**src/rtl/nrs_pkg.sv**
```systemverilog
package nrs_pkg;

  localparam int COL_BITS   = 11;
  localparam int ROW_BITS   = 19;
  localparam int NUM_WR     = 7;
  localparam logic [7:0] CMD_SETUP   = 8'h00;
  localparam logic [7:0] CMD_CONFIRM = 8'h30;

  typedef enum logic [2:0] {
    ST_IDLE,
    ST_WR,
    ST_WAIT,
    ST_READ,
    ST_DONE
  } nrs_state_e;

  // Bus byte for write slot idx: command, five address cycles, confirm.
  function automatic logic [7:0] wr_byte(input logic [2:0] idx,
                                         input logic [COL_BITS-1:0] col,
                                         input logic [ROW_BITS-1:0] row);
    logic [7:0] b;
    case (idx)
      3'd0:    b = CMD_SETUP;
      3'd1:    b = col[7:0];
      3'd2:    b = {5'b0, col[10:8]};
      3'd3:    b = row[7:0];
      3'd4:    b = row[15:8];
      3'd5:    b = {5'b0, row[18:16]};
      default: b = CMD_CONFIRM;
    endcase
    return b;
  endfunction

  function automatic logic is_cmd_slot(input logic [2:0] idx);
    return (idx == 3'd0) || (idx == 3'(NUM_WR - 1));
  endfunction

endpackage

```
**src/rtl/nrs_strobe.sv**
```systemverilog
module nrs_strobe #(
  parameter int LO = 2,
  parameter int HI = 2
) (
  input  logic clk,
  input  logic rst_n,
  input  logic en,
  output logic strobe_n,
  output logic sample,
  output logic slot_end
);
  localparam int SLOT = LO + HI;
  localparam int CW   = $clog2(SLOT + 1);

  logic [CW-1:0] cnt;

  always_ff @(posedge clk) begin
    if (!rst_n)                    cnt <= '0;
    else if (!en)                  cnt <= '0;
    else if (cnt == CW'(SLOT - 1)) cnt <= '0;
    else                           cnt <= cnt + 1'b1;
  end

  assign strobe_n = !(en && (cnt < CW'(LO)));
  assign sample   = en && (cnt == CW'(LO - 1));
  assign slot_end = en && (cnt == CW'(SLOT - 1));

endmodule

```
**src/rtl/nrs_wait_timer.sv**
```systemverilog
module nrs_wait_timer #(
  parameter int WB_CYC      = 4,
  parameter int TIMEOUT_CYC = 100000
) (
  input  logic clk,
  input  logic rst_n,
  input  logic en,
  input  logic rb_n,
  output logic ready_go,
  output logic timed_out
);
  localparam int CW = $clog2(TIMEOUT_CYC + 1);

  logic [CW-1:0] cnt;

  always_ff @(posedge clk) begin
    if (!rst_n)  cnt <= '0;
    else if (!en) cnt <= '0;
    else         cnt <= cnt + 1'b1;
  end

  assign ready_go  = en && (cnt >= CW'(WB_CYC)) && rb_n;
  assign timed_out = en && !ready_go && (cnt == CW'(TIMEOUT_CYC - 1));

endmodule

```
**src/rtl/nand_rd_seq.sv**
```systemverilog
module nand_rd_seq
  import nrs_pkg::*;
#(
  parameter int WE_LO       = 2,
  parameter int WE_HI       = 2,
  parameter int RE_LO       = 2,
  parameter int RE_HI       = 2,
  parameter int WB_CYC      = 4,
  parameter int TIMEOUT_CYC = 100000,
  parameter int LEN_W       = 13
) (
  input  logic                clk,
  input  logic                rst_n,
  input  logic                req_start,
  input  logic [18:0]         req_row,
  input  logic [10:0]         req_col,
  input  logic [LEN_W-1:0]    req_len,
  output logic                req_busy,
  output logic                req_done,
  output logic                req_err,
  output logic [7:0]          rd_data,
  output logic                rd_valid,
  output logic                rd_last,
  output logic                nf_ce_n,
  output logic                nf_cle,
  output logic                nf_ale,
  output logic                nf_we_n,
  output logic                nf_re_n,
  output logic [7:0]          nf_dq_out,
  output logic                nf_dq_oe,
  input  logic [7:0]          nf_dq_in,
  input  logic                nf_rb_n
);
  localparam logic [2:0] LAST_WR = 3'(NUM_WR - 1);

  nrs_state_e            state;
  logic [2:0]            wr_idx;
  logic [COL_BITS-1:0]   col_q;
  logic [ROW_BITS-1:0]   row_q;
  logic [LEN_W-1:0]      remain;
  logic                  err_q;

  // Named internal events
  logic in_wr, in_wait, in_read;
  logic wr_sample, wr_slot_end, rd_sample, rd_slot_end;
  logic ready_go, timed_out, accept;

  assign in_wr   = (state == ST_WR);
  assign in_wait = (state == ST_WAIT);
  assign in_read = (state == ST_READ);
  assign accept  = (state == ST_IDLE) && req_start;

  nrs_strobe #(.LO(WE_LO), .HI(WE_HI)) u_we_strobe (
    .clk(clk), .rst_n(rst_n), .en(in_wr),
    .strobe_n(nf_we_n), .sample(wr_sample), .slot_end(wr_slot_end)
  );

  nrs_strobe #(.LO(RE_LO), .HI(RE_HI)) u_re_strobe (
    .clk(clk), .rst_n(rst_n), .en(in_read),
    .strobe_n(nf_re_n), .sample(rd_sample), .slot_end(rd_slot_end)
  );

  nrs_wait_timer #(.WB_CYC(WB_CYC), .TIMEOUT_CYC(TIMEOUT_CYC)) u_wait (
    .clk(clk), .rst_n(rst_n), .en(in_wait), .rb_n(nf_rb_n),
    .ready_go(ready_go), .timed_out(timed_out)
  );

  always_ff @(posedge clk) begin
    if (!rst_n) begin
      state    <= ST_IDLE;
      wr_idx   <= '0;
      col_q    <= '0;
      row_q    <= '0;
      remain   <= '0;
      err_q    <= 1'b0;
      rd_data  <= '0;
      rd_valid <= 1'b0;
      rd_last  <= 1'b0;
    end else begin
      rd_valid <= 1'b0;
      rd_last  <= 1'b0;
      case (state)
        ST_IDLE: if (req_start) begin
          col_q  <= req_col;
          row_q  <= req_row;
          remain <= req_len;
          err_q  <= 1'b0;
          wr_idx <= '0;
          state  <= ST_WR;
        end
        ST_WR: if (wr_slot_end) begin
          if (wr_idx == LAST_WR) state <= ST_WAIT;
          else                   wr_idx <= wr_idx + 1'b1;
        end
        ST_WAIT: begin
          if (ready_go) begin
            state <= (remain == '0) ? ST_DONE : ST_READ;
          end else if (timed_out) begin
            err_q <= 1'b1;
            state <= ST_DONE;
          end
        end
        ST_READ: begin
          if (rd_sample) begin
            rd_data  <= nf_dq_in;
            rd_valid <= 1'b1;
            rd_last  <= (remain == LEN_W'(1));
            remain   <= remain - 1'b1;
          end
          if (rd_slot_end && (remain == '0)) state <= ST_DONE;
        end
        default: state <= ST_IDLE;
      endcase
    end
  end

  assign req_busy  = (state != ST_IDLE);
  assign req_done  = (state == ST_DONE);
  assign req_err   = err_q;
  assign nf_ce_n   = !(in_wr || in_wait || in_read);
  assign nf_cle    = in_wr && is_cmd_slot(wr_idx);
  assign nf_ale    = in_wr && !is_cmd_slot(wr_idx);
  assign nf_dq_oe  = in_wr;
  assign nf_dq_out = in_wr ? wr_byte(wr_idx, col_q, row_q) : 8'h00;

  // ---------------- assertions ----------------
  a_r4_cle_ale_excl: assert property (@(posedge clk) disable iff (!rst_n)
    !(nf_cle && nf_ale));

  a_r4_oe_with_latch: assert property (@(posedge clk) disable iff (!rst_n)
    nf_dq_oe |-> (nf_cle || nf_ale));

  a_r2_bus_stable_at_we_rise: assert property (@(posedge clk) disable iff (!rst_n)
    $rose(nf_we_n) |-> ($stable(nf_dq_out) && nf_dq_oe));

  a_r2_sample_in_write: assert property (@(posedge clk) disable iff (!rst_n)
    wr_sample |-> (!nf_we_n && nf_dq_oe));

  a_r11_strobes_excl: assert property (@(posedge clk) disable iff (!rst_n)
    !(!nf_we_n && !nf_re_n));

  a_r11_ce_under_strobe: assert property (@(posedge clk) disable iff (!rst_n)
    (!nf_we_n || !nf_re_n) |-> !nf_ce_n);

  a_r5_read_after_ready: assert property (@(posedge clk) disable iff (!rst_n)
    (in_read && $past(state) == ST_WAIT) |-> $past(nf_rb_n));

  a_r7_err_from_wait: assert property (@(posedge clk) disable iff (!rst_n)
    $rose(err_q) |-> ($past(state) == ST_WAIT));

  a_r6_last_with_valid: assert property (@(posedge clk) disable iff (!rst_n)
    rd_last |-> rd_valid);

  a_r8_done_single: assert property (@(posedge clk) disable iff (!rst_n)
    req_done |=> !req_done);

  a_r9_hold_request: assert property (@(posedge clk) disable iff (!rst_n)
    (req_busy && !req_done) |=> ($stable(row_q) && $stable(col_q)));

endmodule

```
**config.mk**
```make
export PLATFORM = sky130hd
export DESIGN_NAME = nand_rd_seq
export DESIGN_NICKNAME = d
export VERILOG_FILES = /design/src/rtl/nrs_pkg.sv /design/src/rtl/nrs_strobe.sv /design/src/rtl/nrs_wait_timer.sv /design/src/rtl/nand_rd_seq.sv
export SDC_FILE = /design/constraint.sdc
export NUM_CORES = 1
export LEC_CHECK = 0
export ABC_AREA = 1
export CAP_MARGIN = 10
export CORE_MARGIN = 2
export CORE_UTILIZATION = 30
export CTS_CLUSTER_SIZE = 16
export DETAILED_ROUTE_END_ITERATION = 12
export PLACE_DENSITY = 0.56
export SLEW_MARGIN = 25
export SYNTH_ARGS = -nofsm -noshare
export SYNTH_HDL_FRONTEND = slang
export SYNTH_SLANG_ARGS = --single-unit
```
**constraint.sdc**
```tcl
create_clock -name clk -period 1.9 [get_ports clk]
set_input_delay 0.38 -clock clk [delete_from_list [all_inputs] [get_ports clk]]
set_output_delay 0.38 -clock clk [all_outputs]
set_load 0.01 [all_outputs]
```
==> run summary <==
Total Neg Setup Slack - -445.7 ps
I/O Buffers - 81
Final min period - 2034 ps
GP Congestion - 0.8502
Sequential Area - 1672 um^2
buffers from clock root to sink, at most - 2
detailed-route wire length - 11.20 mm
slowest cell delay on critical path - 370 ps
M3 GR Usage - 3.853%
Tcrit/Tclk final - 107.0%
CTS H-tree lvls - 3
Worst Setup Start Kind - register
hold crit path type - reg -> reg
Detail Route Antenna Nets - 0
share of layout cells above drive strength 1 - 17.67%
warnings from Yosys - 0
Synth Net Count - 654
Core Footprint - 13350 um^2
run status - finished with violations
total track usage - 15.73%
Crit Path Max Fanout - 3
Post-DP HPWL - 8.319 mm
crit path kind - reg -> out
fin worst setup slack - -133.7 ps
asr flop ratio synth - 0%
hold-fix buffers at CTS - 0
synthesized area per cell - 7.077 um^2
drt pass-1 iters - 4
worst-margin pin slew - 441.3 ps
hold slack - 423.4 ps
Die X - 121.5 um
Placed Area - 5269 um^2
clock root buffer master - clkbuf_16
top cells by area, synth - dfxtp_1 40%, nand2_1 8.8%, inv_1 7.3%
register clock-pin slew on the reported worst setup and hold paths - 70 ps
vias in the first global route - 3939
most common cell in the netlist - nand2_1
Die ar. - 14760 um^2
initial antenna violation count - 0
Fmax achieved - 0.4917 GHz
Multi-input gate area - 2217 um^2
number of setup violations in the final report - 7
DR vias/cell - 4.576
Critical Path End Type - output port
Crit path buffers/inverters - 1
failing checks - negative setup slack
gr busiest metal - met2
post-synth top area cell - dfxtp_1
# diodes - 0
Die Span Y - 121.5 um
post-DR wirelength/cell - 12.85 um
Remaining Overflow, GRT - 0
Synth Register Bits - 83
vias - 3990
placed cells - 851
ys flop type - dfxtp_1
P&R area growth vs syn - 40.22%
first-pass GRT wire length - 18.52 mm
# fillers - 1361
Worst-Skew Late Latency - 340 ps
Max-slew headroom - 70.55%
GRT met1 Usage - 20.28%
GR Util met2 - 25.35%
Seq/Total Area, Yosys - 40.13%
Max-Cap Viols - 0
# IOs - 82
Syn Inst Count - 585
Top cell by count, worst path - ha_4
synth cell count leaders - 97 x nand2_1, 83 x dfxtp_1, 80 x inv_1, 76 x nor2_1, 59 x a21oi_1
CTS tree - yes
maximum vdd drop - 0.0005066 V
post-layout net count - 760
PD cells - 1195 nW/um^2
Syn Std Cell Area - 4140 um^2
Post-synth EDFFs - 0
Leak - 0.002335 uW
CTS sink count - 83
Initial Util - 31.02%
critical path's slowest cell - dfxtp_4
post-place setup slack - -279.1 ps
top-area cell type share of the netlist area - 40.13%
final hold viol count - 0
row count - 42
skew final - 8.899 ps
largest net degree at the start of global routing - 39
Top delay family on crit path - flip-flops
synth unique cells - 38
Crit path arrival time - 1650 ps
critical path data required time - 1520 ps
max-slew violations - 0
final instance area - 5806 um^2
RSZ-0062 raised after global routing - true
DRC viols - 0
DR iter-0 viols - 196
Cell Count, Final, Fillers Out - 872
worst path cell trace - ha_4 -> ha_4 -> nand2_1 -> o21ai_1 -> a311oi_2 -> nor2_1 -> buf_2
total CTS buffers - 9
==> where the power goes <==
part / total [uW] / switching (uW) / leakage [uW] / internal, uW
Sequential: 2210 / 177 / 0.000681 / 2040
Combinational: 2790 / 1630 / 0.00150 / 1150
Clock: 1940 / 767 / 0.000159 / 1170
==> routing by layer <==
| metal | wire length (um) | vias up |
|---|---|---|
| met4 | 199 | 0 |
| met3 | 592 | 15 |
| met1 | 5280 | 1775 |
| li1 | - | 2106 |
| met5 | 0 | - |
| met2 | 5131 | 94 |
==> cells by family (layout without fill, tap and decap cells) <==
logic type               Yosys count  after routing  share of synthesized area (%)
flip-flops                        83             83                          40.13
AND/OR/NAND/NOR                  239            239                          26.17
XOR/XNOR                           3              3                         0.6347
adder cells (fa/ha/maj)           14             14                          4.231
AO/OA/AOI/OAI                    140            140                          18.31
buffers and inverters            106            217                          10.52
==> through the flow <==
step                      utilization, %  total power, uW
after CTS                          43.00             6904
final                              43.49             6940
after detailed placement           39.47             4706
after global placement             39.47             4659
after floorplan                        -             3718
after global routing               43.49             7418
==> registers in the layout, summed over array words and instances, names as in the netlist, 3 cells and up <==
signal	cells
row_q	19
u_wait.cnt	17
remain	13
col_q	11
rd_data	8
state	3
u_re_strobe.cnt	3
u_we_strobe.cnt	3
wr_idx	3
==> cell type report <==
cell class	count	area share, %
clock buffers	9	3.879
clock inverters	7	1.897
inverters	88	5.884
multi-input cells	396	38.19
flip-flops and latches	83	28.79
well taps	176	3.793
repair buffers	113	17.56
==> layout by cell type (no fill, tap or decap), drive strengths merged, types with 4 or more instances in the layout <==
| master | n |
|---|---|
| nand2 | 104 |
| ha | 14 |
| clkdlybuf4s50 | 65 |
| nand4 | 5 |
| clkbuf | 9 |
| nand3 | 28 |
| o22ai | 6 |
| o21ai | 57 |
| dlygate4sd2 | 5 |
| nor2 | 86 |
| a21oi | 60 |
| dfxtp | 83 |
| inv | 87 |
| nor3 | 11 |
| clkinv | 5 |
| a211oi | 4 |
| buf | 42 |
| or2 | 4 |
==> final timing paths <==
check / start / endpoint / slack [ps] / cells after the start
setup / recovery: wr_idx[0]$_SDFFE_PN0P_ / nf_dq_out[1] / -130 / 7
hold / removal: u_we_strobe.cnt[0]$_SDFF_PP0_ / u_we_strobe.cnt[0]$_SDFF_PP0_ / 420 / 1
setup reg to reg: state[1]$_SDFFE_PN0P_ / remain[1]$_SDFFE_PN0P_ / 260 / 9
hold reg to reg: u_we_strobe.cnt[0]$_SDFF_PP0_ / u_we_strobe.cnt[0]$_SDFF_PP0_ / 420 / 1
==> timing repair <==
| action | in CTS | in global routing |
|---|---|---|
| pin swaps | 11 | 6 |
| cloned | 0 | 0 |
| endpoints found under the hold margin | 0 | 0 |
| setup endpoints to repair | 16 | 11 |
| buffers inserted | 1 | 4 |
| resized for setup | 93 | 11 |
(Power assumes the default switching activity.)
